===== src/rtl/cpwm_pkg.sv =====
package cpwm_pkg;

    parameter int unsigned CPWM_BYTE_W = 8;

    typedef enum logic [1:0] {
        PB_EMPTY   = 2'd0,
        PB_HI_ONLY = 2'd1,
        PB_LO_ONLY = 2'd2,
        PB_BOTH    = 2'd3
    } pair_st_t;

    typedef enum logic {
        CT_UP   = 1'b0,
        CT_DOWN = 1'b1
    } ctr_dir_t;

endpackage


===== src/rtl/cpwm_pair_buf.sv =====
module cpwm_pair_buf
    import cpwm_pkg::*;
#(
    parameter int unsigned BYTE_W = CPWM_BYTE_W
) (
    input  logic                  clk,
    input  logic                  rst_n,
    input  logic                  run,
    input  logic                  wr_hi,
    input  logic                  wr_lo,
    input  logic                  clr_pair,
    input  logic                  load,
    input  logic [BYTE_W-1:0]     wr_data,
    output logic [2*BYTE_W-1:0]   act_val
);
    localparam int unsigned VAL_W = 2 * BYTE_W;

    pair_st_t          st_q;
    pair_st_t          st_d;
    pair_st_t          base_st;
    logic              take;
    logic              got_hi;
    logic              got_lo;
    logic [VAL_W-1:0]  buf_q;
    logic [VAL_W-1:0]  act_q;

    // a complete pair is moved only on the peak step
    assign take = load && (st_q == PB_BOTH);

    // next pairing state
    always_comb begin
        base_st = take ? PB_EMPTY : st_q;
        got_hi  = wr_hi || (base_st == PB_HI_ONLY) || (base_st == PB_BOTH);
        got_lo  = wr_lo || (base_st == PB_LO_ONLY) || (base_st == PB_BOTH);
        st_d    = base_st;
        if (clr_pair) begin
            st_d = PB_EMPTY;
        end else if (!run) begin
            if (wr_hi || wr_lo) begin
                st_d = PB_EMPTY;
            end
        end else begin
            unique case ({got_hi, got_lo})
                2'b00:   st_d = PB_EMPTY;
                2'b10:   st_d = PB_HI_ONLY;
                2'b01:   st_d = PB_LO_ONLY;
                default: st_d = PB_BOTH;
            endcase
        end
    end

    // state register
    always_ff @(posedge clk or negedge rst_n) begin
        if (!rst_n) begin
            st_q <= PB_EMPTY;
        end else begin
            st_q <= st_d;
        end
    end

    // buffer and working value
    always_ff @(posedge clk or negedge rst_n) begin
        if (!rst_n) begin
            buf_q <= '0;
            act_q <= '0;
        end else begin
            if (take) begin
                act_q <= buf_q;
            end else if (!run && !clr_pair) begin
                if (wr_hi) act_q[VAL_W-1:BYTE_W] <= wr_data;
                if (wr_lo) act_q[BYTE_W-1:0]     <= wr_data;
            end
            if (run && !clr_pair) begin
                if (wr_hi) buf_q[VAL_W-1:BYTE_W] <= wr_data;
                if (wr_lo) buf_q[BYTE_W-1:0]     <= wr_data;
            end
        end
    end

    assign act_val = act_q;

    AST_ACT_HOLDS_WHILE_RUN: assert property (@(posedge clk) disable iff (!rst_n)
        (run && !take) |=> $stable(act_q));

    AST_CLR_EMPTIES_PAIR: assert property (@(posedge clk) disable iff (!rst_n)
        (clr_pair && !take) |=> (st_q == PB_EMPTY && $stable(act_q)));

    AST_DIRECT_LOW_BYTE: assert property (@(posedge clk) disable iff (!rst_n)
        (!run && wr_lo && !clr_pair) |=> (act_q[BYTE_W-1:0] == $past(wr_data)));

endmodule


===== src/rtl/cpwm_updown_ctr.sv =====
module cpwm_updown_ctr
    import cpwm_pkg::*;
#(
    parameter int unsigned CNT_W = 2 * CPWM_BYTE_W
) (
    input  logic             clk,
    input  logic             rst_n,
    input  logic             run,
    input  logic [CNT_W-1:0] top,
    output logic [CNT_W-1:0] cnt,
    output logic             peak
);
    ctr_dir_t         dir_q;
    ctr_dir_t         dir_d;
    logic [CNT_W-1:0] cnt_q;
    logic [CNT_W-1:0] cnt_d;

    // next count and direction
    always_comb begin
        dir_d = dir_q;
        cnt_d = cnt_q;
        if (run) begin
            unique case (dir_q)
                CT_UP: begin
                    if (cnt_q >= top) begin
                        cnt_d = cnt_q - 1'b1;
                        dir_d = CT_DOWN;
                    end else begin
                        cnt_d = cnt_q + 1'b1;
                        if (cnt_q == top - 1'b1) dir_d = CT_DOWN;
                    end
                end
                CT_DOWN: begin
                    if (cnt_q == '0) begin
                        cnt_d = cnt_q + 1'b1;
                        dir_d = CT_UP;
                    end else begin
                        cnt_d = cnt_q - 1'b1;
                        if (cnt_q == {{(CNT_W-1){1'b0}}, 1'b1}) dir_d = CT_UP;
                    end
                end
                default: begin
                    cnt_d = cnt_q;
                    dir_d = CT_UP;
                end
            endcase
        end
    end

    // state register
    always_ff @(posedge clk or negedge rst_n) begin
        if (!rst_n) begin
            dir_q <= CT_UP;
            cnt_q <= '0;
        end else begin
            dir_q <= dir_d;
            cnt_q <= cnt_d;
        end
    end

    // outputs: peak marks the step top-1 -> top
    always_comb begin
        cnt  = cnt_q;
        peak = run && (dir_q == CT_UP) && (cnt_q == top - 1'b1);
    end

    AST_HOLD_WHEN_STOPPED: assert property (@(posedge clk) disable iff (!rst_n)
        !run |=> $stable(cnt_q));

    AST_PEAK_LANDS_ON_TOP: assert property (@(posedge clk) disable iff (!rst_n)
        peak |=> (cnt_q == $past(top)));

endmodule


===== src/rtl/cpwm_center_chan.sv =====
module cpwm_center_chan
    import cpwm_pkg::*;
#(
    parameter int unsigned BYTE_W = CPWM_BYTE_W
) (
    input  logic              clk,
    input  logic              rst_n,
    input  logic [1:0]        clk_sel,
    input  logic              dbg_mode,
    input  logic [BYTE_W-1:0] wr_data,
    input  logic              wr_cv_hi,
    input  logic              wr_cv_lo,
    input  logic              wr_mod_hi,
    input  logic              wr_mod_lo,
    output logic [2*BYTE_W-1:0] cnt_out,
    output logic              pwm_out
);
    localparam int unsigned VAL_W  = 2 * BYTE_W;
    localparam int unsigned N_REG  = 2;
    localparam int unsigned IDX_CV = 0;
    localparam int unsigned IDX_MD = 1;

    logic              run;
    logic              peak;
    logic              mod_wr_any;
    logic [VAL_W-1:0]  cnt;
    logic [VAL_W-1:0]  top_val;
    logic [VAL_W-1:0]  cv_val;
    logic [VAL_W-1:0]  mod_val;
    logic              hi_v  [N_REG];
    logic              lo_v  [N_REG];
    logic              clr_v [N_REG];
    logic [VAL_W-1:0]  val_v [N_REG];

    assign run        = |clk_sel;
    assign mod_wr_any = wr_mod_hi | wr_mod_lo;

    // write routing; debug-mode modulus writes only clear the pairing
    assign hi_v[IDX_CV]  = wr_cv_hi;
    assign lo_v[IDX_CV]  = wr_cv_lo;
    assign clr_v[IDX_CV] = 1'b0;
    assign hi_v[IDX_MD]  = wr_mod_hi & ~dbg_mode;
    assign lo_v[IDX_MD]  = wr_mod_lo & ~dbg_mode;
    assign clr_v[IDX_MD] = mod_wr_any & dbg_mode;

    for (genvar g = 0; g < N_REG; g++) begin : g_reg
        cpwm_pair_buf #(.BYTE_W(BYTE_W)) u_pair (
            .clk      (clk),
            .rst_n    (rst_n),
            .run      (run),
            .wr_hi    (hi_v[g]),
            .wr_lo    (lo_v[g]),
            .clr_pair (clr_v[g]),
            .load     (peak),
            .wr_data  (wr_data),
            .act_val  (val_v[g])
        );
    end

    assign cv_val  = val_v[IDX_CV];
    assign mod_val = val_v[IDX_MD];
    assign top_val = (mod_val == '0) ? {VAL_W{1'b1}} : mod_val;

    cpwm_updown_ctr #(.CNT_W(VAL_W)) u_ctr (
        .clk   (clk),
        .rst_n (rst_n),
        .run   (run),
        .top   (top_val),
        .cnt   (cnt),
        .peak  (peak)
    );

    // outputs
    always_comb begin
        cnt_out = cnt;
        pwm_out = (cv_val >= top_val) || (cnt < cv_val);
    end

    AST_ZERO_DUTY_LOW: assert property (@(posedge clk) disable iff (!rst_n)
        (cv_val == '0) |-> !pwm_out);

    AST_FULL_DUTY_HIGH: assert property (@(posedge clk) disable iff (!rst_n)
        (mod_val != '0 && cv_val == mod_val) |-> pwm_out);

    AST_NEAR_FULL_GAP: assert property (@(posedge clk) disable iff (!rst_n)
        (mod_val > 1 && cv_val == mod_val - 1'b1 && cnt == mod_val) |-> !pwm_out);

endmodule


===== config.mk =====
export PLATFORM = sky130hd
export DESIGN_NAME = cpwm_center_chan
export DESIGN_NICKNAME = d
export VERILOG_FILES = /design/src/rtl/cpwm_pkg.sv /design/src/rtl/cpwm_pair_buf.sv /design/src/rtl/cpwm_updown_ctr.sv /design/src/rtl/cpwm_center_chan.sv
export SDC_FILE = /design/constraint.sdc
export NUM_CORES = 1
export LEC_CHECK = 0
export CAP_MARGIN = 15
export CELL_PAD_IN_SITES_DETAIL_PLACEMENT = 1
export CELL_PAD_IN_SITES_GLOBAL_PLACEMENT = 1
export CORE_ASPECT_RATIO = 0.8
export CORE_MARGIN = 1.5
export CORE_UTILIZATION = 46
export DETAILED_ROUTE_END_ITERATION = 16
export DONT_BUFFER_PORTS = 1
export GPL_TIMING_DRIVEN = 0
export PLACE_DENSITY_LB_ADDON = 0.1
export SLEW_MARGIN = 20
export SYNTH_ARGS = -nofsm -noshare
export SYNTH_HDL_FRONTEND = slang
export SYNTH_SLANG_ARGS = --single-unit

===== constraint.sdc =====
create_clock -name clk -period 11.8 [get_ports clk]
set_clock_uncertainty 0.2 [all_clocks]
set_input_delay 2.36 -clock clk [delete_from_list [all_inputs] [get_ports clk]]
set_output_delay 2.36 -clock clk [all_outputs]
set_load 0.005 [all_outputs]

==> results of run 1 <==
==> flip-flops by register name (all words and copies together), names as in the netlist <==
name,flops
g.u_pair.act_val,32
g.u_pair.buf_q,32
g.u_pair.st_q,4
u_ctr.cnt,16
u_ctr.dir_q,1
==> report_power, final <==
group          switching (uW)  leakage, uW  internal [uW]  total [uW]
clock                     126     0.000164            208         334
combinational             354      0.00179            269         623
sequential                108      0.00103            354         462
==> metal layers <==
layer | GRT usage, % | up-vias
li1 | - | 2372
met5 | 0 | -
met3 | 4.708 | 23
met2 | 48.90 | 133
met1 | 39.95 | 2735
met4 | 7.680 | 0
==> final cells by class <==
cell class | count | area (um^2)
fill | 1545 | 6594
timing repair buffer | 1 | 7.507
sequential | 85 | 2127
clock buffer | 11 | 232.7
clock inverter | 5 | 107.6
inverter | 30 | 112.6
multi-input combinational | 490 | 3919
buffer | 29 | 177.7
tap | 180 | 225.2
==> kinds of logic after synthesis <==
logic type / Yosys count / share of synthesized area, %
xor+xnor: 20 / 2.769
compound gates: 140 / 15.03
buf+inv: 59 / 4.588
simple gates: 185 / 16.26
fa+ha+maj: 52 / 10.28
flops: 85 / 33.62
mux: 93 / 17.44
==> path summary, 6_finish.rpt <==
kind,from,to,depth (start not counted)
max,g_reg[1].u_pair.act_val[6]$_DFFE_PN0P_,pwm_out,13
max in group asynchronous,rst_n,g_reg[1].u_pair.buf_q[5]$_DFFE_PN0P_,0
max reg2reg,g_reg[1].u_pair.act_val[6]$_DFFE_PN0P_,g_reg[1].u_pair.act_val[0]$_DFFE_PN0P_,16
min in group asynchronous,rst_n,u_ctr.cnt[1]$_DFFE_PN0N_,0
min reg2reg,g_reg[0].u_pair.buf_q[10]$_DFFE_PN0P_,g_reg[0].u_pair.act_val[10]$_DFFE_PN0P_,1
min,g_reg[0].u_pair.buf_q[10]$_DFFE_PN0P_,g_reg[0].u_pair.act_val[10]$_DFFE_PN0P_,1
==> placed cells by master, fill, tap and decap left out, types with 10 or more instances in the layout <==
cell type and instances:
a21o_1 19, a21oi_1 23, clkbuf_1 21, dfrtp_1 85, ha_1 52, inv_1 29
mux2_2 66, mux2_4 18, nand2_1 46, nand3_1 14, nand4_1 13, nor2_1 40
nor3_1 11, o21ai_0 40, xnor2_1 10, xor2_1 10
==> stage by stage <==
step | cells | setup slack [ps] | cell area (um^2) | utilization, % | power, uW
after floorplan | 634 | 6363 | 6326 | - | 882.7
after global placement | 814 | 5647 | 6551 | 48.52 | 1048
after detailed placement | 815 | 5642 | 6569 | 48.65 | 1076
after CTS | 831 | 5259 | 6909 | 51.17 | 1418
after global routing | 831 | 5016 | 6909 | 51.17 | 1506
final | 831 | 5212 | 6909 | 51.17 | 1419
==> reports/metrics.csv, run 1 <==
stage,metric,value,unit
run_status,run status,finished clean,
worst_setup_path,Worst EP required,9240,ps
routing,Routed WL,20.43,mm
cells_and_area,P&R area growth vs syn,9.217,%
sta,final setup TNS,0,ps
placed_design,RD Place Congestion,0.9004,
routing,top routing layer in use,met4,
logic_synthesis,Syn Std Cell Area,6326,um^2
logic_synthesis,Post-Syn Area per Cell,9.978,um^2
clocking,postcts setup bufs,0,
logic_synthesis,top_reg_cell synth,dfrtp_1,
clocking,TritonCTS clock tree,built,
logic_synthesis,Area contributors post-synth,"dfrtp_1 (34%), mux2_2 (12%), ha_1 (10%)",
logic_synthesis,top cell type's share of synthesized area,33.62,%
power,Power Density,205.4,nW/um^2
sta,Slew headroom,26.30,%
worst_setup_path,critical path's slowest cell,dfrtp_1,
routing,DR pass1 iterations,5,
logic_synthesis,commonest cells in the netlist,"dfrtp_1 (85), mux2_2 (66), ha_1 (52), nand2_1 (46)",
floorplan,num rows,38,
routing,drt drc,0,
worst_setup_path,capturing element type of the critical path,output port,
global_route,vias in the first global route,5473,
routing,DR vias/cell,6.333,
logic_synthesis,"area leader, netlist",dfrtp_1,
sta,Peak Freq,151.8,MHz
worst_setup_path,Critical Path AT,4030,ps
cells_and_area,fraction of layout instances using a drive strength above 1,19.35,%
worst_setup_path,critical path class,reg -> out,
logic_synthesis,Cells after Synth,634,
logic_synthesis,Syn. warnings,0,
worst_setup_path,CP bufs+invs,1,
clocking,"Hold-fix buffers, CTS",0,
logic_synthesis,"EDFF count, synth",0,
cells_and_area,Final #Nets,715,
clocking,post-CTS sizing,0,
routing,met2 wire length,9.652,mm
floorplan,die area,14470,um^2
clocking,"Clk pin slew, worst setup/hold paths",60,ps
floorplan,starting density of the core,46.85,%
routing,wire per inst,24.58,um
worst_setup_path,cells along the critical path,nor3_4 -> nand3_1 -> nor2_1 -> clkbuf_1 -> nor2_1 -> ha_1 -> a21o_1 -> a21o_1 -> a21oi_1 -> nor2b_1 -> o21ai_0 -> a21oi_1 -> a221o_1,
global_route,overall routing resource usage,29.41,%
sta,final worst-path cycle share,55.83,%
global_route,remaining global-route overflow,0,
clocking,later-pin clock latency in the skew report,350,ps
global_route,largest net degree at the start of global routing,86,
clocking,Clock Root Buffer,clkbuf_16,
logic_synthesis,"FF+latch count, synth",85,
floorplan,I/O pin count,34,
logic_synthesis,cell with the most instances after synthesis,dfrtp_1,
sta,final hold vios,0,
sta,unrepaired setup endpoints after global routing,no,
floorplan,Die H,107.9,um
routing,DRT iter0 DRCs,332,
sta,# setup viols final,0,
worst_hold_path,Hold Crit Class,reg -> reg,
routing,Final ANT Viol Nets,0,
clocking,Clock Path Buffers,2,
sta,min cycle time layout,6588,ps
placed_design,I/O Buffers,0,
worst_setup_path,Startpoint Class,flop,
flow_run,Max Cap Viol,0,
placed_design,HPWL Detailed,15.13,mm
routing,DR vias,5263,
power,worst vdd ir,107.1,uV
sta,Slew @ Worst Pin,1105,ps
routing,DR WL met3,1.099,mm
logic_synthesis,syn nets,703,
power,P_leak,0.002984,uW
global_route,first-pass GRT wire length,31.86,mm
clocking,H-tree Lvls,3,
logic_synthesis,asr flop ratio synth,100.0,%
worst_setup_path,worst-path fanout max,10,
sta,fin. max-slew vios,0,
worst_setup_path,R2R Setup Slk,6230,ps
floorplan,Core ar.,13500,um^2
global_route,initial antenna violation count,0,
worst_setup_path,"slowest stage delay, CP",550,ps
cells_and_area,ant diodes,0,
sta,hold_ws,301.7,ps
clocking,CTS Sinks,85,
worst_setup_path,Top delay family on crit path,simple AND/OR/NAND/NOR gates,
routing,DRT met1 WL,9.345,mm
clocking,total CTS buffers,9,
logic_synthesis,"Distinct cells, synth",71,
floorplan,Die Wd,134.1,um
logic_synthesis,post-synthesis sequential area ratio,33.62,%
Power figures use the tool's default switching activity.
==> run 2: changes to the inputs <==
==> constraint.sdc (replaced) <==
create_clock -name clk -period 6.82 [get_ports clk]
set_clock_uncertainty 0.2 [all_clocks]
set_input_delay 1.364 -clock clk [delete_from_list [all_inputs] [get_ports clk]]
set_output_delay 1.364 -clock clk [all_outputs]
set_load 0.005 [all_outputs]
==> results of run 2 <==
The final DEF is identical to that of run 1. Status: finished clean.
Main changes from that run: setup slack after placement 5642 ps -> 1410 ps; setup slack after layout 5212 ps -> 1228 ps; register-to-register setup slack 6230 ps -> 1250 ps; total power 1419 uW -> 2456 uW; worst IR drop on VDD 107.1 uV -> 185.2 uV
